<file path="config.mk">
export PLATFORM = sky130hd
export DESIGN_NAME = xcore_irq_gen
export DESIGN_NICKNAME = d
export VERILOG_FILES = /design/src/rtl/xcore_irq_gen.sv
export SDC_FILE = /design/constraint.sdc
export NUM_CORES = 1
export LEC_CHECK = 0
export BUFFER_PORTS_ARGS = -buffer_cell sky130_fd_sc_hd__buf_2
export CORE_MARGIN = 8
export CORE_UTILIZATION = 46
export CTS_CLUSTER_SIZE = 25
export DETAILED_ROUTE_END_ITERATION = 8
export GPL_ROUTABILITY_DRIVEN = 0
export PLACE_DENSITY = 0.78
export SYNTH_ARGS = -nofsm -noshare
export SYNTH_HDL_FRONTEND = slang
export SYNTH_SLANG_ARGS = --single-unit
export TNS_END_PERCENT = 20
</file>
<file path="constraint.sdc">
create_clock -name clk -period 1.5 [get_ports clk]
set_input_delay 0.15 -clock clk [delete_from_list [all_inputs] [get_ports clk]]
set_output_delay 0.15 -clock clk [all_outputs]
set_load 0.02 [all_outputs]
</file>
<file path="src/rtl/xcore_irq_gen.sv">
module xcore_irq_gen #(
  parameter int N = 4,
  localparam int IDW = (N > 1) ? $clog2(N) : 1
) (
  input  logic             clk,
  input  logic             rst_n,
  input  logic [N*3-1:0]   cmd_op,
  input  logic [N*IDW-1:0] cmd_arg,
  output logic [N*N-1:0]   rdbk,
  output logic [N-1:0]     irq_out
);
  localparam logic [2:0] OP_POST = 3'd1;
  localparam logic [2:0] OP_QRY  = 3'd2;
  localparam logic [2:0] OP_SRC  = 3'd3;
  localparam logic [2:0] OP_ACK  = 3'd4;

  logic [N-1:0] pend   [N];
  logic [N-1:0] pend_d [N];

  always_comb begin
    for (int r = 0; r < N; r++) begin
      for (int s = 0; s < N; s++) begin
        pend_d[r][s] = (r != s && cmd_op[3*s +: 3] == OP_POST && cmd_arg[IDW*s +: IDW] == IDW'(r))
                     | (pend[r][s] & ~(cmd_op[3*r +: 3] == OP_ACK && cmd_arg[IDW*r +: IDW] == IDW'(s)));
      end
    end
  end

  always_ff @(posedge clk or negedge rst_n) begin
    if (!rst_n) begin
      for (int r = 0; r < N; r++) pend[r] <= '0;
    end else begin
      for (int r = 0; r < N; r++) pend[r] <= pend_d[r];
    end
  end

  always_ff @(posedge clk or negedge rst_n) begin
    if (!rst_n) begin
      rdbk <= '0;
    end else begin
      for (int c = 0; c < N; c++) begin
        case (cmd_op[3*c +: 3])
          OP_QRY:  rdbk[N*c +: N] <= {{(N-1){1'b0}}, pend[cmd_arg[IDW*c +: IDW]][c]};
          OP_SRC:  rdbk[N*c +: N] <= pend[c];
          default: ;
        endcase
      end
    end
  end

  for (genvar r = 0; r < N; r++) begin : g_row
    assign irq_out[r] = |pend[r];

    AST_RB_HOLD: assert property (@(posedge clk) disable iff (!rst_n)
      !(cmd_op[3*r +: 3] == OP_QRY || cmd_op[3*r +: 3] == OP_SRC) |=> $stable(rdbk[N*r +: N]));

    AST_IRQ_HOLD: assert property (@(posedge clk) disable iff (!rst_n)
      (irq_out[r] && cmd_op[3*r +: 3] != OP_ACK) |=> irq_out[r]);

    for (genvar s = 0; s < N; s++) begin : g_col
      if (r != s) begin : g_peer
        AST_POST_SETS: assert property (@(posedge clk) disable iff (!rst_n)
          (cmd_op[3*s +: 3] == OP_POST && cmd_arg[IDW*s +: IDW] == IDW'(r)) |=> pend[r][s]);
      end
      AST_ACK_CLEARS: assert property (@(posedge clk) disable iff (!rst_n)
        (cmd_op[3*r +: 3] == OP_ACK && cmd_arg[IDW*r +: IDW] == IDW'(s) &&
         !(cmd_op[3*s +: 3] == OP_POST && cmd_arg[IDW*s +: IDW] == IDW'(r))) |=> !pend[r][s]);
    end
  end
endmodule

</file>
======== Word level (Yosys, flattened, before mapping) ========
Cells that the tools add are included.
storage, ports and cells
  logic and storage cells ................. 144
  bits in writable memories ............... 0
  input bits .............................. 22
  output and inout port bits .............. 20
  latch bits .............................. 0
  memory bits (read-only) ................. 0
  register bits after elaboration ......... 32
  memories kept ........................... 0
cells by class
  mux-type cells .......................... 16
  $add $sub $neg .......................... 0
  div/mod/pow operators ................... 0
  reduce and logical (&&, ||, !) cells .... 40
  shift operators ......................... 0
  magnitude comparators ................... 4
  equality and inequality tests ........... 28
  bitwise gates (word level) .............. 48
  $mul .................................... 0
operators with widths
  kind                  number
  $bmux W4 S2           4
  $pmux W4 S2           4
  $logic_and A1 B1 Y1   28
  $eq A3 B2 Y1 const B  8
  $and A1 B1 Y1         16
  $eq A2 B2 Y1 const B  8
  $not A1 Y1            16
  $reduce_or A4 Y1      4
  $eq A3 B1 Y1 const B  4
  $eq A3 B3 Y1 const B  4
  $ge A3 B3 Y1 const B  4
  $not A2 Y3            4
  $or A1 B1 Y1          12
  $eq A2 B1 Y1 const B  4
  $logic_not A2 Y1      4
  $mux W4               2
  $reduce_bool A2 Y1    4
  $mux W3               2
  $mux W2               2
  $mux W1               2

======== Longest topological paths before layout ========
  word-level depth ........................ 5
  depth in mapped cells ................... 4
  depth with buffers taken out ............ 3

======== Least setup slack after synthesis ========
OpenSTA, ideal clock, no wires.
  kind .................................... flip-flop to flip-flop
  start ................................... reg pend[3] (netlist bit)
  end ..................................... reg rdbk[12]
  required time ........................... 1.375 ns
  buffers on the path ..................... 0
  setup time .............................. 0.125 ns
  arrival ................................. 1.325 ns
  clock period less this slack ............ 1.450 ns
  path slack .............................. 0.050 ns
  cell stages (with the launch flop) ...... 4
  cells stage by stage .................... dfrtp_1 > mux4_2 > mux2_2 > mux2_2
on the way
  longest elaborated chain between the ends .. 4
ends and longest elaborated chain
  item                                        RTL line  text
  from (decl)                                 17        logic [N-1:0] pend [N];
  $bmux W4 S2                                 43        OP_QRY: rdbk[N*c +: N] <= {{(N-1){1'b0}}, pend[cmd_arg[IDW*c +: IDW]][c]};
  $mux W4 (not written as such) (2 in a row)  43
  $pmux W4 S2                                 42        case (cmd_op[3*c +: 3])
  to (signal, indexed assignment)             43
  to (signal, indexed assignment)             44        OP_SRC: rdbk[N*c +: N] <= pend[c];
  to (decl)                                   9         output logic [N*N-1:0] rdbk,
Every way passes these cells. The select of a mux whose other input is x is not followed.
A chain may end at the register's enable or synchronous reset.

======== Final worst setup path ========
  start ................................... reg pend[14] (netlist bit)
  end ..................................... out irq_out[0]
on the way
  longest elaborated chain between the ends .. 1
ends and longest elaborated chain
  item              RTL line  text
  $reduce_or A4 Y1  52        assign irq_out[r] = |pend[r];
  to (decl)         10        output logic [N-1:0] irq_out
Every way passes these cells.

==> flow_summary.json <==
{
  "yosysTopAreaCellShare": 0.536,
  "met2_length_mm": 2.07,
  "grt_usage": 0.161,
  "pwr-share-clk": 0.205,
  "ys_types": 22,
  "cp.arrival_ps": 1520,
  "fp.dieH_um": 73.0,
  "cts_buffer_depth": 2,
  "synth_area_sq_mm": 0.00149,
  "crit_path_end_kind": "output port",
  "yosysWarnings": 0,
  "rsz0062_at_grt": "yes",
  "power_mw": 2.41,
  "finalHoldViolCount": 0,
  "cp_max_fo": 3,
  "finalCritPeriodShare": 1.11,
  "p_sw_mw": 0.759,
  "place_area_sq_mm": 0.00184,
  "highest_layer": "met4",
  "path_class": "flip-flop to output port",
  "cts_buffers": 5,
  "status": "finished, violations left",
  "fmax_mhz": 600,
  "post-route-cell-area_sq_mm": 0.00204,
  "grt-ovfl-total": 0,
  "slew_violations": 0,
  "row_count": 20,
  "routedWlPerCell_um": 15.3,
  "areaGrowthSynthToFinish_pct": 36.8,
  "syn_inst": 146,
  "diodes": 0,
  "seq_area_frac_synth": 0.536,
  "first_pass_iters": 4,
  "drc": 0,
  "comb_power_share": 0.341,
  "synth_fp_nets": 168,
  "setup_ws_ps": -166,
  "maxSlewHeadroom": 0.540,
  "clkTransAtPathRegs_ps": 90,
  "power.leakage_nw": 0.980,
  "dp_cells": 242,
  "portBuffers": 41,
  "clk_latency_ps": 320,
  "final_cells": 259,
  "route.met3.wl_um": 228,
  "cts_max_level": 2,
  "dieArea_sq_mm": 0.00533,
  "p_per_area_mw_per_mm2": 1180,
  "met1_length_mm": 1.55,
  "crit_path_start_kind": "flip-flop",
  "drt-total-wl_mm": 3.95,
  "postSynthAreaPerCell_sq_um": 10.2,
  "timing.max_cap.violations": 0,
  "hp-class": "input pin to flip-flop",
  "p_seq_frac": 0.454,
  "place_hpwl_mm": 3.02,
  "violations": "negative setup slack",
  "antenna_found_initial": 0,
  "setup_viol_count_final": 6,
  "routed_via_density": 5.32,
  "yosysTopAreaCell": "dfrtp_1",
  "required_ps": 1350,
  "ir_drop_uv": 660,
  "drt_iter0_markers": 35,
  "finalCriticalPeriod_ps": 1670,
  "drive_above_1_share": 0.391,
  "fillers": 268,
  "vias": 1379,
  "p_int_mw": 1.65,
  "ctsRootBufferMaster": "clkbuf_4",
  "grt_pass1_vias": 1493,
  "synth_area_leaders": "dfrtp_1, o21ai_0, nand2_1",
  "grt_max_degree": 33,
  "sw_frac_of_total": 0.315,
  "fin_worst_skew_ps": 3.16,
  "coreArea_sq_mm": 0.00308,
  "die_w_um": 73.0,
  "grt_first_pass_wirelength_mm": 6.69,
  "place_ws_ps": 12.0,
  "synth-seq-cells": 32,
  "worst_pin_slew_ps": 690,
  "antenna_left": 0,
  "io-pin-count": 42,
  "layout.nets": 236,
  "cts.sinks": 32,
  "start_util": 0.485,
  "cts_tree": "yes"
}
layout make-up:
class	instances	area [sq um]	share of cell area
clock buffer	8	58.8	0.0288
inverter	4	15.0	0.00735
multi-input combinational	109	693	0.339
sequential	32	801	0.392
tap	44	55.1	0.0269
timing repair buffer	62	420	0.206
path summary, 6_finish.rpt:
path | from | endpoint | slack [ps] | depth (start not counted)
setup reg to reg | pend[14]$_DFF_PN0_ | rdbk[8]$_DFFE_PN0P_ | -150 | 4
hold / removal | cmd_arg[5] | pend[14]$_DFF_PN0_ | 90 | 2
setup / recovery | pend[14]$_DFF_PN0_ | irq_out[0] | -170 | 3
min in group asynchronous | rst_n | rdbk[5]$_DFFE_PN0P_ | 400 | 2
hold reg to reg | rdbk[7]$_DFFE_PN0P_ | rdbk[7]$_DFFE_PN0P_ | 480 | 2
max in group asynchronous | rst_n | rdbk[13]$_DFFE_PN0P_ | 660 | 2
timing repair:
action | in CTS | in global routing
hold buffers | 1 | 0
endpoints found under the hold margin | 32 | 0
setup endpoints to repair | 4 | 7
buffers inserted | 7 | 1
pin swaps | 3 | 1
gates resized for setup | 19 | 2
metal layers:
layer  vias up  GRT usage
met1       665      0.170
met4         0     0.0778
met2        41      0.282
met5         -          0
met3        13     0.0481
li1        660          -
cell usage in the layout, fill, tap and decap left out:
cell and count:
buf_2 37, nand2_1 32, dfrtp_1 32, o21ai_0 29
buf_6 12, buf_4 12, nand2b_1 9, o31ai_1 5
mux2_2 5, clkbuf_4 5, or3b_2 4, nor2_1 4
or4_4 4, inv_1 4, o31a_1 3, mux4_2 3
or2b_1 2, clkbuf_1 2, o21a_1 1, nor3_1 1
o22ai_1 1, mux2i_1 1, o32a_1 1, o21bai_1 1
a21oi_1 1, a22oi_1 1, mux2_4 1, clkbuf_8 1
dlygate4sd3_1 1
logic make-up after synthesis:
family / after synthesis / synth area share
flip-flops: 32 / 0.536
AO/OA/AOI/OAI: 43 / 0.169
AND/OR/NAND/NOR: 56 / 0.185
multiplexers: 10 / 0.0971
buffers and inverters: 5 / 0.0126
sequential cells by signal, indices dropped and copies added, names as in the netlist:
signal / flops
rdbk: 16
pend: 16
critical path: stages, from the launching register on:
cell and delay [ps]:
dfrtp_1 400, buf_4 150, or4_4 510, buf_6 150
metrics by stage:
stage / hold slack [ps] / setup TNS [ps] / util
3_3_place_gp: 232 / 0 / 0.598
2_1_floorplan: -146 / 0 / -
6_report: 93.6 / -818 / 0.664
3_5_place_dp: 225 / 0 / 0.598
4_1_cts: 76.6 / -790 / 0.659
5_1_grt: 84.8 / -1080 / 0.664
power by group through the flow:
stage / registers (mW) / clock network (mW) / logic [mW]
3_3_place_gp: 1.09 / 0 / 0.654
4_1_cts: 1.09 / 0.512 / 0.803
2_1_floorplan: 1.18 / 0 / 0.254
3_5_place_dp: 1.10 / 0 / 0.670
5_1_grt: 1.11 / 0.553 / 0.895
6_report: 1.09 / 0.494 / 0.821
synth_stat cells:
cell / count
a21oi_1: 1
a22oi_1: 1
clkbuf_1: 1
dfrtp_1: 32
inv_1: 4
mux2_2: 6
mux2i_1: 1
mux4_2: 3
nand2_1: 32
nand2b_1: 9
nor2_1: 4
nor3_1: 1
o21a_1: 1
o21ai_0: 29
o21bai_1: 1
o22ai_1: 1
o31a_1: 3
o31ai_1: 5
o32a_1: 1
or2b_1: 2
or3b_2: 4
or4_1: 4
(Power assumes the default switching activity.)
